===== src/rtl/ptr_pkg.sv =====
package ptr_pkg;
  localparam int PW = 12;

  localparam logic [2:0] OP_NONE    = 3'd0;
  localparam logic [2:0] OP_ADJ     = 3'd1;
  localparam logic [2:0] OP_ADJ_RET = 3'd2;
  localparam logic [2:0] OP_LOAD    = 3'd3;
  localparam logic [2:0] OP_PUSH    = 3'd4;
  localparam logic [2:0] OP_MOVE    = 3'd5;

  typedef struct packed {
    logic          upd;
    logic [1:0]    idx;
    logic          load;
    logic          sub;
    logic [PW-1:0] opnd;
    logic          push;
    logic          ret;
    logic          move;
    logic          err;
  } dec_t;
endpackage


===== src/rtl/ptr_decode.sv =====
module ptr_decode
  import ptr_pkg::*;
#(
  parameter int NUM_PTR = 3,
  parameter int LIT_W   = 6
) (
  input  logic        strobe_i,
  input  logic [2:0]  op_i,
  input  logic [15:0] word0_i,
  input  logic [15:0] word1_i,
  output dec_t        dec_o
);
  localparam logic [1:0] SP_IDX = 2'(NUM_PTR - 1);
  localparam logic [7:0] W1_TAG = 8'hF0;

  logic [1:0] adj_sel, ld_sel;
  logic       unused_bits;

  assign adj_sel = (word0_i[7:6] >= 2'(NUM_PTR)) ? SP_IDX : word0_i[7:6];
  assign ld_sel  = word0_i[5:4];
  assign unused_bits = ^{word0_i[15:9], word1_i[15:8]};

  always_comb begin
    dec_o = '0;
    if (strobe_i) begin
      unique case (op_i)
        OP_ADJ: begin
          dec_o.upd  = 1'b1;
          dec_o.idx  = adj_sel;
          dec_o.sub  = word0_i[8];
          dec_o.opnd = PW'(word0_i[LIT_W-1:0]);
        end
        OP_ADJ_RET: begin
          dec_o.upd  = 1'b1;
          dec_o.idx  = SP_IDX;
          dec_o.sub  = word0_i[8];
          dec_o.opnd = PW'(word0_i[LIT_W-1:0]);
          dec_o.ret  = 1'b1;
        end
        OP_LOAD: begin
          if (word1_i[15:8] != W1_TAG || ld_sel >= 2'(NUM_PTR)) begin
            dec_o.err = 1'b1;
          end else begin
            dec_o.upd  = 1'b1;
            dec_o.load = 1'b1;
            dec_o.idx  = ld_sel;
            dec_o.opnd = {word0_i[3:0], word1_i[7:0]};
          end
        end
        OP_PUSH: begin
          dec_o.upd  = 1'b1;
          dec_o.idx  = SP_IDX;
          dec_o.sub  = 1'b1;
          dec_o.opnd = PW'(1);
          dec_o.push = 1'b1;
        end
        OP_MOVE: dec_o.move = 1'b1;
        default: dec_o = '0;
      endcase
    end
  end
endmodule


===== src/rtl/ptr_alu.sv =====
module ptr_alu #(
  parameter int PTR_W = 12,
  parameter int OFS_W = 7
) (
  input  logic [PTR_W-1:0] cur_i,
  input  logic [PTR_W-1:0] opnd_i,
  input  logic             sub_i,
  input  logic             load_i,
  input  logic [PTR_W-1:0] sp_i,
  input  logic [15:0]      word0_i,
  input  logic [15:0]      word1_i,
  output logic [PTR_W-1:0] nxt_o,
  output logic [PTR_W-1:0] src_o,
  output logic [PTR_W-1:0] dst_o
);
  logic unused_bits;
  assign unused_bits = ^{word0_i[15:8], word1_i[15:PTR_W]};

  always_comb begin
    if (load_i)     nxt_o = opnd_i;
    else if (sub_i) nxt_o = cur_i - opnd_i;
    else            nxt_o = cur_i + opnd_i;
  end

  // stack-relative move addresses, wrap at pointer width
  assign src_o = sp_i + PTR_W'(word0_i[OFS_W-1:0]);
  assign dst_o = word0_i[OFS_W] ? sp_i + PTR_W'(word1_i[OFS_W-1:0])
                                : word1_i[PTR_W-1:0];
endmodule


===== src/rtl/ptr_bank.sv =====
module ptr_bank #(
  parameter int NUM_PTR = 3,
  parameter int PTR_W   = 12
) (
  input  logic                            clk_i,
  input  logic                            rst_ni,
  input  logic                            we_i,
  input  logic [1:0]                      idx_i,
  input  logic [PTR_W-1:0]                wdata_i,
  output logic [NUM_PTR-1:0][PTR_W-1:0]   ptr_o
);
  for (genvar i = 0; i < NUM_PTR; i++) begin : g_ptr
    always_ff @(posedge clk_i or negedge rst_ni) begin
      if (!rst_ni)                         ptr_o[i] <= '0;
      else if (we_i && idx_i == 2'(i))     ptr_o[i] <= wdata_i;
    end
  end


  hold_chk: assert property (@(posedge clk_i) disable iff (!rst_ni)
    !we_i |=> $stable(ptr_o));
endmodule


===== src/rtl/ptr_unit.sv =====
module ptr_unit
  import ptr_pkg::*;
#(
  parameter int NUM_PTR = 3,
  parameter int PTR_W   = 12,
  parameter int LIT_W   = 6,
  parameter int OFS_W   = 7,
  parameter int DATA_W  = 8
) (
  input  logic                     clk_i,
  input  logic                     rst_ni,
  input  logic                     strobe_i,
  input  logic [2:0]               op_i,
  input  logic [15:0]              word0_i,
  input  logic [15:0]              word1_i,
  output logic [NUM_PTR*PTR_W-1:0] ptrs_o,
  output logic                     wr_req_o,
  output logic [PTR_W-1:0]         wr_addr_o,
  output logic [DATA_W-1:0]        wr_data_o,
  output logic                     ret_o,
  output logic                     addr_valid_o,
  output logic [PTR_W-1:0]         src_addr_o,
  output logic [PTR_W-1:0]         dst_addr_o,
  output logic                     err_o
);
  localparam int SP = NUM_PTR - 1;

  dec_t                          dec;
  logic [NUM_PTR-1:0][PTR_W-1:0] ptr_q;
  logic [PTR_W-1:0]              cur, nxt, src_c, dst_c, sp;

  ptr_decode #(.NUM_PTR(NUM_PTR), .LIT_W(LIT_W)) u_dec (
    .strobe_i(strobe_i), .op_i(op_i), .word0_i(word0_i),
    .word1_i(word1_i), .dec_o(dec)
  );

  assign sp  = ptr_q[SP];
  assign cur = ptr_q[dec.idx];

  ptr_alu #(.PTR_W(PTR_W), .OFS_W(OFS_W)) u_alu (
    .cur_i(cur), .opnd_i(dec.opnd), .sub_i(dec.sub), .load_i(dec.load),
    .sp_i(sp), .word0_i(word0_i), .word1_i(word1_i),
    .nxt_o(nxt), .src_o(src_c), .dst_o(dst_c)
  );

  ptr_bank #(.NUM_PTR(NUM_PTR), .PTR_W(PTR_W)) u_bank (
    .clk_i(clk_i), .rst_ni(rst_ni), .we_i(dec.upd), .idx_i(dec.idx),
    .wdata_i(nxt), .ptr_o(ptr_q)
  );

  assign ptrs_o = ptr_q;

  always_ff @(posedge clk_i or negedge rst_ni) begin
    if (!rst_ni) begin
      wr_req_o     <= 1'b0;
      ret_o        <= 1'b0;
      addr_valid_o <= 1'b0;
      err_o        <= 1'b0;
      wr_addr_o    <= '0;
      wr_data_o    <= '0;
      src_addr_o   <= '0;
      dst_addr_o   <= '0;
    end else begin
      wr_req_o     <= dec.push;
      ret_o        <= dec.ret;
      addr_valid_o <= dec.move;
      err_o        <= dec.err;
      if (dec.push) begin
        wr_addr_o <= sp;
        wr_data_o <= word0_i[DATA_W-1:0];
      end
      if (dec.move) begin
        src_addr_o <= src_c;
        dst_addr_o <= dst_c;
      end
    end
  end


  pulse_excl_chk: assert property (@(posedge clk_i) disable iff (!rst_ni)
    $onehot0({wr_req_o, ret_o, addr_valid_o, err_o}));


  push_dec_chk: assert property (@(posedge clk_i) disable iff (!rst_ni)
    strobe_i && op_i == OP_PUSH |=>
      wr_req_o && wr_addr_o == $past(ptrs_o[SP*PTR_W +: PTR_W]) &&
      ptrs_o[SP*PTR_W +: PTR_W] == PTR_W'($past(ptrs_o[SP*PTR_W +: PTR_W]) - PTR_W'(1)));


  ret_chk: assert property (@(posedge clk_i) disable iff (!rst_ni)
    strobe_i && op_i == OP_ADJ_RET |=> ret_o);


  load_err_chk: assert property (@(posedge clk_i) disable iff (!rst_ni)
    strobe_i && op_i == OP_LOAD && word1_i[15:8] != 8'hF0 |=> err_o && $stable(ptrs_o));


  move_chk: assert property (@(posedge clk_i) disable iff (!rst_ni)
    strobe_i && op_i == OP_MOVE |=> addr_valid_o && $stable(ptrs_o) &&
      src_addr_o == PTR_W'($past(ptrs_o[SP*PTR_W +: PTR_W]) + PTR_W'($past(word0_i[OFS_W-1:0]))));
endmodule


===== config.mk =====
export PLATFORM = sky130hd
export DESIGN_NAME = ptr_unit
export DESIGN_NICKNAME = d
export VERILOG_FILES = /design/src/rtl/ptr_pkg.sv /design/src/rtl/ptr_decode.sv /design/src/rtl/ptr_alu.sv /design/src/rtl/ptr_bank.sv /design/src/rtl/ptr_unit.sv
export SDC_FILE = /design/constraint.sdc
export NUM_CORES = 1
export LEC_CHECK = 0
export BUFFER_PORTS_ARGS = -buffer_cell sky130_fd_sc_hd__buf_2
export CORE_MARGIN = 4
export CORE_UTILIZATION = 35
export CTS_BUF_LIST = sky130_fd_sc_hd__clkbuf_16
export DETAILED_ROUTE_END_ITERATION = 8
export GPL_ROUTABILITY_DRIVEN = 0
export SLEW_MARGIN = 20
export SYNTH_ARGS = -nofsm -noshare
export SYNTH_HDL_FRONTEND = slang
export SYNTH_HIERARCHICAL = 1
export SYNTH_SLANG_ARGS = --single-unit

===== constraint.sdc =====
create_clock -name clk_i -period 3.35 [get_ports clk_i]
set_input_delay 0.5025 -clock clk_i [delete_from_list [all_inputs] [get_ports clk_i]]
set_output_delay 0.5025 -clock clk_i [all_outputs]
set_load 0.01 [all_outputs]

==> impl_metrics.json, run 1 <==
{
  "grt_pass1_wl_um": 27100,
  "row_count": 45,
  "p_leak_nw": 3.73,
  "ir_drop_mv": 0.450,
  "crit_family": "simple AND/OR/NAND/NOR gates",
  "fin_util_pct": 50.0,
  "n_antenna_cell": 0,
  "critPathLaunch": "word1_i[11]",
  "fmax_ghz": 0.267,
  "async_reset_ff_share_pct": 100,
  "ys_seq_area_share_pct": 37.7,
  "dp_hpwl_um": 13200,
  "final_cell_area_sq_mm": 0.00772,
  "start_kind": "input pin",
  "yosys_warnings": 6,
  "clk_latency_ns": 0.35,
  "synth.cell_area_sq_mm": 0.00558,
  "cts-root-buf": "clkbuf_16",
  "slowest_stage": "nor4b_4",
  "synth_edf_count": 0,
  "total_power_mw": 5.99,
  "ys_types": 61,
  "drv_slew": 0,
  "ys.flop_type": "dfrtp_1",
  "syn_avg_cell_area_sq_um": 10.9,
  "core_sq_mm": 0.0154,
  "grt_max_degree": 66,
  "place_area_sq_mm": 0.00716,
  "outcome": "finished, violations left",
  "slowest_delay_ns": 0.34,
  "htree_num_levels": 3,
  "antenna_found_initial": 0,
  "vias": 4839,
  "end_kind": "flop",
  "arrival_ns": 3.96,
  "die_w_um": 134,
  "cts.sinks": 84,
  "r2r_start": "u_bank/ptr_o[24]",
  "crit_chain": "buf_6 > nor4b_4 > nand4_4 > buf_4 > o31ai_4 > nor3_2 > and3b_2 > a21oi_2 > xnor2_1 > ha_1 > and3_4 > a221oi_2 > nor2b_1 > a311oi_2 > mux2i_1 > xnor2_1 > mux2_2",
  "drt_iter0_drc": 266,
  "hold_viol": 0,
  "wl_um": 17100,
  "ioPinCount": 122,
  "fin_ws_ns": -0.388,
  "start_util_pct": 36.2,
  "period_share_pct": 112,
  "die_area_sq_mm": 0.0180,
  "cts_buffer_depth": 2,
  "maxCapViolCount": 0,
  "syn-num-nets": 580,
  "grt_pass1_vias": 5048,
  "wl_per_cell_um": 18.2,
  "cts_tree": "yes",
  "port_buffers": 114,
  "drt_pass1_iterations": 6,
  "crit_required_ns": 3.58,
  "path_common_cell": "xnor2_1",
  "drive_above_1_share_pct": 51.6,
  "gr-total-overflow": 0,
  "antenna_left": 0,
  "hp-class": "input pin to async pin",
  "slew_headroom_pct": 44.2,
  "cts.hold.buffers_added": 0,
  "worstMarginPinSlew_ns": 0.837,
  "area_delta_synth_final_pct": 38.4,
  "clock_skew_ns": 0.00777,
  "vias_per_cell": 5.14,
  "clk_pin_slew_ns": 0.06,
  "ys_ff_latch": 84,
  "cts_buffers": 9,
  "violations": "negative setup slack",
  "path_class": "input pin to flop",
  "track_usage_pct": 19.2,
  "critPathMaxFanout": 7,
  "finalSetupViolCount": 22,
  "dieHeight_um": 134,
  "rsz0062_at_grt": "true",
  "syn-instance-count": 513,
  "fin_crit_ns": 3.74,
  "cp.buffers_inverters": 2,
  "p_per_area_mw_per_mm2": 776,
  "nNetsFinal": 793,
  "post-route-drc-count": 0
}
-- path summary, 6_finish.rpt --
| check | to | slack (ns) | cells past startpoint |
|---|---|---|---|
| hold reg to reg | wr_addr_o[9] | 0.50 | 1 |
| max in group asynchronous | u_bank/ptr_o[33] | 2.39 | 2 |
| hold / removal | src_addr_o[11] | 0.25 | 1 |
| setup reg to reg | dst_addr_o[10] | 0.50 | 10 |
| min in group clk_i | wr_addr_o[9] | 0.50 | 1 |
| setup / recovery | u_bank/ptr_o[11] | -0.39 | 17 |
-- cells in the mapped netlist, types with 3 or more instances --
master      n  share of area [%]
mux2_2     86                 17
dfrtp_1    84                 38
inv_1      32                2.2
xnor2_1    27                4.2
ha_1       26                5.8
a21oi_1    20                1.8
nand2_1    20                1.3
mux2i_1    16                2.9
nor2_1     16                1.1
nor3_1     15                1.3
o21ai_0    15                1.3
o2bb2ai_1  13                2.0
a21o_1     11                1.5
nand3_1    10               0.90
o211ai_1   10                1.3
buf_6       7                1.4
clkbuf_1    7               0.47
nor2b_1     7               0.79
o21a_1      6               0.81
o31ai_1     6               0.81
nand3b_1    5               0.67
xor2_1      5               0.79
and2_1      4               0.45
and3_1      4               0.45
buf_2       4               0.36
buf_4       4               0.54
o22ai_1     4               0.45
or2_2       4               0.45
and3b_1     3               0.47
fa_1        3                1.1
-- layer usage --
metal  track usage [%]  vias up  wire [um]
met5                 0        -          0
met4              6.96        0        423
met3              4.73       23        887
met2              30.1      138       7870
met1              25.9     2377       7900
li1                  -     2301          -
-- state kept, by name (all words and copies together), names as in the netlist --
name,count
addr_valid_o,1
dst_addr_o,12
err_o,1
ret_o,1
src_addr_o,12
u_bank/ptr_o,36
wr_addr_o,12
wr_data_o,8
wr_req_o,1
-- placed cells by master, fill, tap and decap left out, types with 6 or more instances in the layout --
cell type / netlist / layout
buf_2: 4 / 111
buf_4: 4 / 102
dfrtp_1: 84 / 84
mux2_2: 86 / 77
inv_1: 32 / 31
xnor2_1: 27 / 25
ha_1: 26 / 23
nand2_1: 20 / 20
a21oi_1: 20 / 17
mux2i_1: 16 / 15
nor2_1: 16 / 15
nor3_1: 15 / 13
o2bb2ai_1: 13 / 12
a21o_1: 11 / 11
o211ai_1: 10 / 10
nand3_1: 10 / 10
clkbuf_16: 0 / 9
mux2_4: 0 / 9
buf_6: 7 / 8
o21ai_2: 0 / 7
o21ai_0: 15 / 6
o21a_1: 6 / 6
-- logic make-up after synthesis --
logic type | count (synthesis) | share of synthesized area (%)
AO/OA/AOI/OAI | 107 | 14.0
XOR/XNOR | 32 | 5.02
adder cells (fa/ha/maj) | 29 | 6.91
buffers and inverters | 55 | 5.00
flip-flops | 84 | 37.7
multiplexers | 102 | 20.2
AND/OR/NAND/NOR | 104 | 11.1
-- stage by stage --
stage / worst slack (ns) / TNS, ns / hold WS, ns / instances
2_1_floorplan: -0.406 / -3.81 / 0.207 / 513
3_3_place_gp: -0.743 / -13.59 / 0.486 / 913
3_5_place_dp: -0.823 / -15.46 / 0.491 / 913
4_1_cts: -0.362 / -4.61 / 0.285 / 933
5_1_grt: -0.601 / -11.32 / 0.312 / 941
6_report: -0.388 / -6.75 / 0.255 / 941
-- area by class of cell --
cell class                 count  area, sq um
clock buffer                   9          225
clock inverter                 6         57.6
fill                        1474         7710
inverter                      33          124
multi-input combinational    374         3470
sequential                    84         2100
tap                          211          264
timing repair buffer         224         1470
-- where the power goes --
part | total, mW | leakage (nW) | internal [mW] | switching [mW]
clock network | 0.974 | 0.146 | 0.568 | 0.407
logic | 3.35 | 2.51 | 1.69 | 1.65
registers | 1.67 | 1.07 | 1.38 | 0.290
total | 5.99 | 3.73 | 3.64 | 2.35
-- repair_timing --
action                     CTS  global route
buffers inserted             7             8
pin swaps                   25            20
resized for setup           29            15
cloned                       0             0
setup endpoints to repair   24            30
Power figures use the tool's default switching activity.
==> run 2, diff against run 1 <==
--- a/config.mk
+++ b/config.mk
@@ -11,6 +11,8 @@
 export CTS_BUF_LIST = sky130_fd_sc_hd__clkbuf_16
 export DETAILED_ROUTE_END_ITERATION = 8
 export GPL_ROUTABILITY_DRIVEN = 0
+export PLACE_DENSITY = 0.57
+export RECOVER_POWER = 50
 export SLEW_MARGIN = 20
 export SYNTH_ARGS = -nofsm -noshare
 export SYNTH_HDL_FRONTEND = slang
==> impl_metrics.json, run 2 (synthesized netlist as in run 1, its figures left out) <==
{
  "outcome": "finished, violations left",
  "violations": "max-capacitance violations, max-slew violations, negative setup slack",
  "whs_ns": 0.503,
  "fmax_ghz": 0.266,
  "port_buffers": 114,
  "n_antenna_cell": 0,
  "vias_per_cell": 5.19,
  "post-route-drc-count": 0,
  "start_util_pct": 36.2,
  "largest-register": "u_bank/ptr_o",
  "arrival_ns": 3.99,
  "cts_buffer_depth": 2,
  "gr-total-overflow": 0,
  "cp.buffers_inverters": 4,
  "whs_path_depth": 1,
  "slew_headroom_pct": -38.4,
  "finalSetupViolCount": 21,
  "antenna_found_initial": 0,
  "swShare_pct": 39.9,
  "htree_num_levels": 3,
  "critical_path_cell_count": 19,
  "start_kind": "input pin",
  "wl_um": 17700,
  "drt_pass1_iterations": 5,
  "drt_iter0_drc": 274,
  "dieHeight_um": 134,
  "ioPinCount": 122,
  "cts-root-buf": "clkbuf_16",
  "track_usage_pct": 19.6,
  "worstRegToRegCells": 10,
  "rsz0062_at_grt": "true",
  "critPathMaxFanout": 5,
  "die_area_sq_mm": 0.0180,
  "clk_latency_ns": 0.35,
  "slowest_stage": "nor4b_4",
  "drv_slew": 85,
  "vias": 4940,
  "path_class": "input pin to flop",
  "end_kind": "flop",
  "crit_chain": "buf_6 > nor4b_4 > nand4_4 > buf_12 > buf_6 > o22ai_4 > inv_2 > ha_4 > and3b_2 > nor2_1 > xnor2_1 > ha_1 > a21o_1 > a221oi_2 > nor2b_1 > a311oi_2 > mux2i_1 > xnor2_1 > mux2_2",
  "final_cell_mix": "buf_4 (102), dfrtp_1 (84), buf_2 (84)",
  "p_leak_nw": 3.68,
  "cts.sinks": 84,
  "total_power_mw": 5.93,
  "clk_pin_slew_ns": 0.06,
  "grt_pass1_wl_um": 27700,
  "clock_skew_ns": 0.00731,
  "p_per_area_mw_per_mm2": 757,
  "die_w_um": 134,
  "grt_max_degree": 85,
  "pre_cts_ws_ns": -0.826,
  "fin_ws_ns": -0.410,
  "largest_register_ffs": 36,
  "core_sq_mm": 0.0154,
  "antenna_left": 0,
  "fin_crit_ns": 3.76,
  "cts_tree": "yes",
  "worstMarginPinSlew_ns": 2.08,
  "p_comb_share_pct": 55.6,
  "wl_per_cell_um": 18.6,
  "period_share_pct": 112,
  "power.switching_mw": 2.37,
  "maxCapViolCount": 1,
  "cts_buffers": 9,
  "dp_hpwl_um": 13400,
  "nNetsFinal": 803,
  "area_delta_synth_final_pct": 40.4,
  "p_seq_share_pct": 27.9,
  "ir_drop_mv": 0.381,
  "final_common_cell": "buf_4",
  "slowest_delay_ns": 0.36,
  "crit_required_ns": 3.58,
  "drive_above_1_share_pct": 49.4,
  "hp-class": "flop to flop",
  "row_count": 45,
  "hold_viol": 0,
  "p_clk_share_pct": 16.5,
  "internal_power_mw": 3.56,
  "grt_pass1_vias": 5005,
  "crit_family": "simple AND/OR/NAND/NOR gates",
  "fillCellCount": 1472
}
==> run 2: cell types whose count changed in the layout (fill, tap and decap cells not counted), moves of 3 or more <==
cell | before | now
buf_6 | 8 | 12
clkinv_1 | 1 | 4
clkbuf_1 | 0 | 29
buf_2 | 111 | 84
==> run 2: worst paths after layout <==
| kind | startpoint | to | slack (ns) |
|---|---|---|---|
| min in group asynchronous | rst_ni | wr_data_o[7] | 0.75 |
| max in group asynchronous | rst_ni | u_bank/ptr_o[16] | 1.37 |
| hold reg to reg | wr_data_o[0] | wr_data_o[0] | 0.50 |
| hold / removal | wr_data_o[0] | wr_data_o[0] | 0.50 |
| setup reg to reg | u_bank/ptr_o[24] | dst_addr_o[10] | 0.45 |
| setup / recovery | word1_i[8] | u_bank/ptr_o[23] | -0.41 |
==> run 2: stage by stage <==
step	cell area, sq um	TNS, ns	instances	util [%]
2_1_floorplan	5700	-3.81	513	-
3_3_place_gp	7140	-16.51	915	46.3
3_5_place_dp	7140	-18.28	915	46.3
4_1_cts	7610	-5.03	938	49.4
5_1_grt	7830	-7.85	952	50.8
6_report	7830	-4.56	952	50.8
==> run 2: power groups by stage <==
stage	Combinational, mW	Clock [mW]	Sequential, mW
global route	3.59	1.04	1.71
detailed placement	3.10	0	1.66
finish	3.30	0.978	1.65
global placement	3.03	0	1.65
CTS	3.21	1.00	1.65
floorplan	1.70	0	1.81
==> run 2: metal layers <==
layer / vias to the layer above / global-route usage [%] / part of all wire, %
met1: 2446 / 27.7 / 46
met3: 27 / 4.01 / 5.8
met2: 146 / 29.9 / 46
li1: 2321 / - / -
met4: 0 / 6.84 / 2.5
met5: - / 0 / 0
==> run 2: layout make-up <==
cell class	instances	area (sq um)	area share, %
Sequential cell	84	2100	26.8
Timing Repair Buffer	233	1540	19.6
Tap cell	211	264	3.37
Multi-Input combinational cell	375	3520	45.0
Clock buffer	9	225	2.87
Inverter	33	124	1.58
Clock inverter	7	58.8	0.751
==> run 2: repair_timing <==
item	CTS	global route
hold buffers	0	0
resized for setup	24	42
endpoints found under the setup margin	24	27
hold endpoints to repair	0	0
pin swaps	12	23
cloned	1	1
buffers inserted	7	16
==> run 2: worst reg2reg max path, cell delays in order, from the launching register on <==
cell	delay, ns
dfrtp_1	0.50
ha_1	0.31
inv_1	0.08
fa_1	0.40
nor2b_1	0.14
o21ai_0	0.12
a21oi_1	0.34
o211a_1	0.22
nor3_1	0.06
or3_1	0.34
mux2_2	0.26
==> run 3, diff against run 2 <==
--- a/config.mk
+++ b/config.mk
@@ -16,5 +16,4 @@
 export SLEW_MARGIN = 20
 export SYNTH_ARGS = -nofsm -noshare
 export SYNTH_HDL_FRONTEND = slang
-export SYNTH_HIERARCHICAL = 1
 export SYNTH_SLANG_ARGS = --single-unit
==> impl_metrics.json, run 3 <==
{
  "drv_slew": 95,
  "slowest_delay_ns": 0.56,
  "largest-register": "u_bank.ptr_o",
  "maxCapViolCount": 2,
  "yosysTopAreaCellShare_pct": 40.0,
  "worstRegToRegCells": 10,
  "crit_family": "simple AND/OR/NAND/NOR gates",
  "core_sq_mm": 0.0146,
  "path_class": "input pin to flop",
  "async_reset_ff_share_pct": 100,
  "critPathCapture": "u_bank.ptr_o[33]",
  "syn-instance-count": 570,
  "outcome": "finished, violations left",
  "grt_pass1_vias": 5022,
  "ys_ff_latch": 84,
  "post-route-drc-count": 0,
  "htree_num_levels": 3,
  "cp.buffers_inverters": 1,
  "violations": "max-capacitance violations, max-slew violations, negative setup slack",
  "hp-start": "src_addr_o[2]",
  "clk_pin_slew_ns": 0.06,
  "critPathMaxFanout": 4,
  "drt_pass1_iterations": 5,
  "largest_register_ffs": 36,
  "critical_path_cell_count": 17,
  "syn-num-nets": 637,
  "nNetsFinal": 830,
  "fin_util_pct": 48.8,
  "synth_most_common_cell": "dfrtp_1",
  "port_buffers": 114,
  "slew_headroom_pct": -67.2,
  "gr-total-overflow": 0,
  "yosys_warnings": 0,
  "synth_edf_count": 0,
  "die_area_sq_mm": 0.0170,
  "synth_commonest_cells": "dfrtp_1 (84), nand2_1 (77), a21oi_1 (45), o21ai_0 (42), nor2_1 (39)",
  "r2r_start": "u_bank.ptr_o[25]",
  "synth_area_leaders": "dfrtp_1 (40%), ha_1 (6.2%), mux2_2 (5.8%), nand2_1 (5.5%), a21oi_1 (4.3%)",
  "fin_crit_ns": 3.78,
  "ys_seq_area_share_pct": 40.0,
  "wl_per_cell_um": 18.1,
  "final-seq-area_sq_mm": 0.00210,
  "ys_types": 65,
  "cts-root-buf": "clkbuf_16",
  "slowest_stage": "or4b_4",
  "end_kind": "flop",
  "crit_chain": "buf_6 > or4b_4 > or4_4 > nor2_4 > a21oi_4 > ha_4 > nor2_4 > xor2_1 > ha_1 > o21ai_2 > a21oi_2 > o41ai_2 > or2_4 > nand2_2 > xnor2_2 > o21ai_2 > mux2_4",
  "cts_tree": "yes",
  "final_cell_mix": "buf_2 (89), buf_4 (88), dfrtp_1 (84)",
  "cts_buffer_depth": 2,
  "grt_max_degree": 49,
  "drive_above_1_share_pct": 35.4,
  "dp_hpwl_um": 13400,
  "pre_cts_ws_ns": -0.826,
  "antenna_left": 0,
  "cts.sinks": 84,
  "hp-class": "flop to flop",
  "finalSetupViolCount": 27,
  "p_leak_nw": 3.40,
  "start_kind": "input pin",
  "track_usage_pct": 20.6,
  "worstMarginPinSlew_ns": 2.51,
  "arrival_ns": 4.01,
  "fillCellCount": 1394,
  "vias_per_cell": 5.29,
  "fin_ws_ns": -0.427,
  "crit_required_ns": 3.58,
  "clock_skew_ns": 0.00604,
  "die_w_um": 131,
  "ir_drop_mv": 0.516,
  "dieHeight_um": 131,
  "grt_pass1_wl_um": 26700,
  "clk_latency_ns": 0.35,
  "cts.hold.buffers_added": 0,
  "vias": 5022,
  "row_count": 44,
  "antenna_found_initial": 0,
  "r2r_setup_slack_ns": 0.38,
  "ys.flop_type": "dfrtp_1",
  "drt_iter0_drc": 411,
  "hold_viol": 0,
  "start_util_pct": 35.9,
  "period_share_pct": 113,
  "cts_buffers": 9,
  "critPathLaunch": "word1_i[10]",
  "r2r-end": "dst_addr_o[10]",
  "wl_um": 17200,
  "rsz0062_at_grt": "true",
  "area_delta_synth_final_pct": 36.0,
  "fmax_ghz": 0.265,
  "final_common_cell": "buf_2",
  "multi_input_area_sq_mm": 0.00320,
  "n_antenna_cell": 0,
  "p_per_area_mw_per_mm2": 853,
  "ioPinCount": 122,
  "synth_top_area_cell": "dfrtp_1",
  "syn_avg_cell_area_sq_um": 9.21,
  "synth.cell_area_sq_mm": 0.00525
}
run 3: changes by cell type after synthesis, sizes merged, moves of 10 or more:
cell / before / now
a21oi: 20 / 45
nor2: 16 / 39
mux2: 86 / 30
o21ai: 17 / 50
inv: 32 / 22
a22oi: 0 / 15
o2bb2ai: 13 / 0
clkbuf: 7 / 20
o211ai: 10 / 0
nand2: 20 / 77
run 3: logic make-up after synthesis:
family,after synthesis,synth area share (%)
simple gates,179,16.5
mux,37,7.77
xor+xnor,28,4.93
flops,84,40.0
fa+ha+maj,29,7.34
buf+inv,49,3.67
compound gates,164,19.7
run 3: worst min-delay path by stage:
stage	end	slack, ns	cells after the start
2_1_floorplan	addr_valid_o	0.21	0
3_3_place_gp	dst_addr_o[9]	0.45	1
3_5_place_dp	dst_addr_o[3]	0.47	2
4_1_cts	u_bank.ptr_o[9]	0.18	1
5_1_grt	dst_addr_o[3]	0.50	2
6_report	src_addr_o[2]	0.48	2
run 3: timing repair:
item,in CTS,in global routing
resized for setup,15,12
endpoints found under the setup margin,24,27
setup buffers,4,2
pin swaps,26,16
run 3: cell type report:
type,count,share of cell area [%]
tap,184,3.22
timing repair buffer,208,17.2
clock buffer,9,3.15
inverter,23,1.21
multi-input combinational,437,44.8
sequential,84,29.4
clock inverter,5,0.998
run 3: where the power goes:
part | switching [mW] | leakage, nW | internal (mW)
logic | 1.69 | 2.23 | 1.52
registers | 0.436 | 1.02 | 1.44
clock network | 0.377 | 0.151 | 0.636
total | 2.50 | 3.40 | 3.59
run 3: layer usage:
metal / track usage (%) / vias to the layer above / part of all wire, % / routed length [um]
met3: 4.92 / 37 / 5.6 / 969
met1: 26.9 / 2411 / 45 / 7730
met4: 8.65 / 0 / 3.6 / 612
met5: 0 / - / 0 / 0
li1: - / 2419 / - / -
met2: 32.6 / 155 / 46 / 7920
run 3: stage by stage:
step | hold WS (ns) | TNS, ns | power (mW) | instances | instance area, sq um
floorplan | 0.207 | -11.38 | 3.62 | 570 | 5380
global placement | 0.454 | -15.44 | 4.80 | 931 | 6730
detailed placement | 0.467 | -17.58 | 4.90 | 931 | 6730
CTS | 0.180 | -6.49 | 6.04 | 948 | 7120
global route | 0.502 | -9.29 | 6.57 | 950 | 7150
finish | 0.484 | -7.19 | 6.10 | 950 | 7150
run 3: tightest hold or removal path: cells and delay by family (launching register included):
| family | cells | cell delay (ns) |
|---|---|---|
| DFF | 1 | 0.34 |
| AOI/OAI and AO/OA | 1 | 0.06 |
| and+or+nand+nor | 1 | 0.05 |
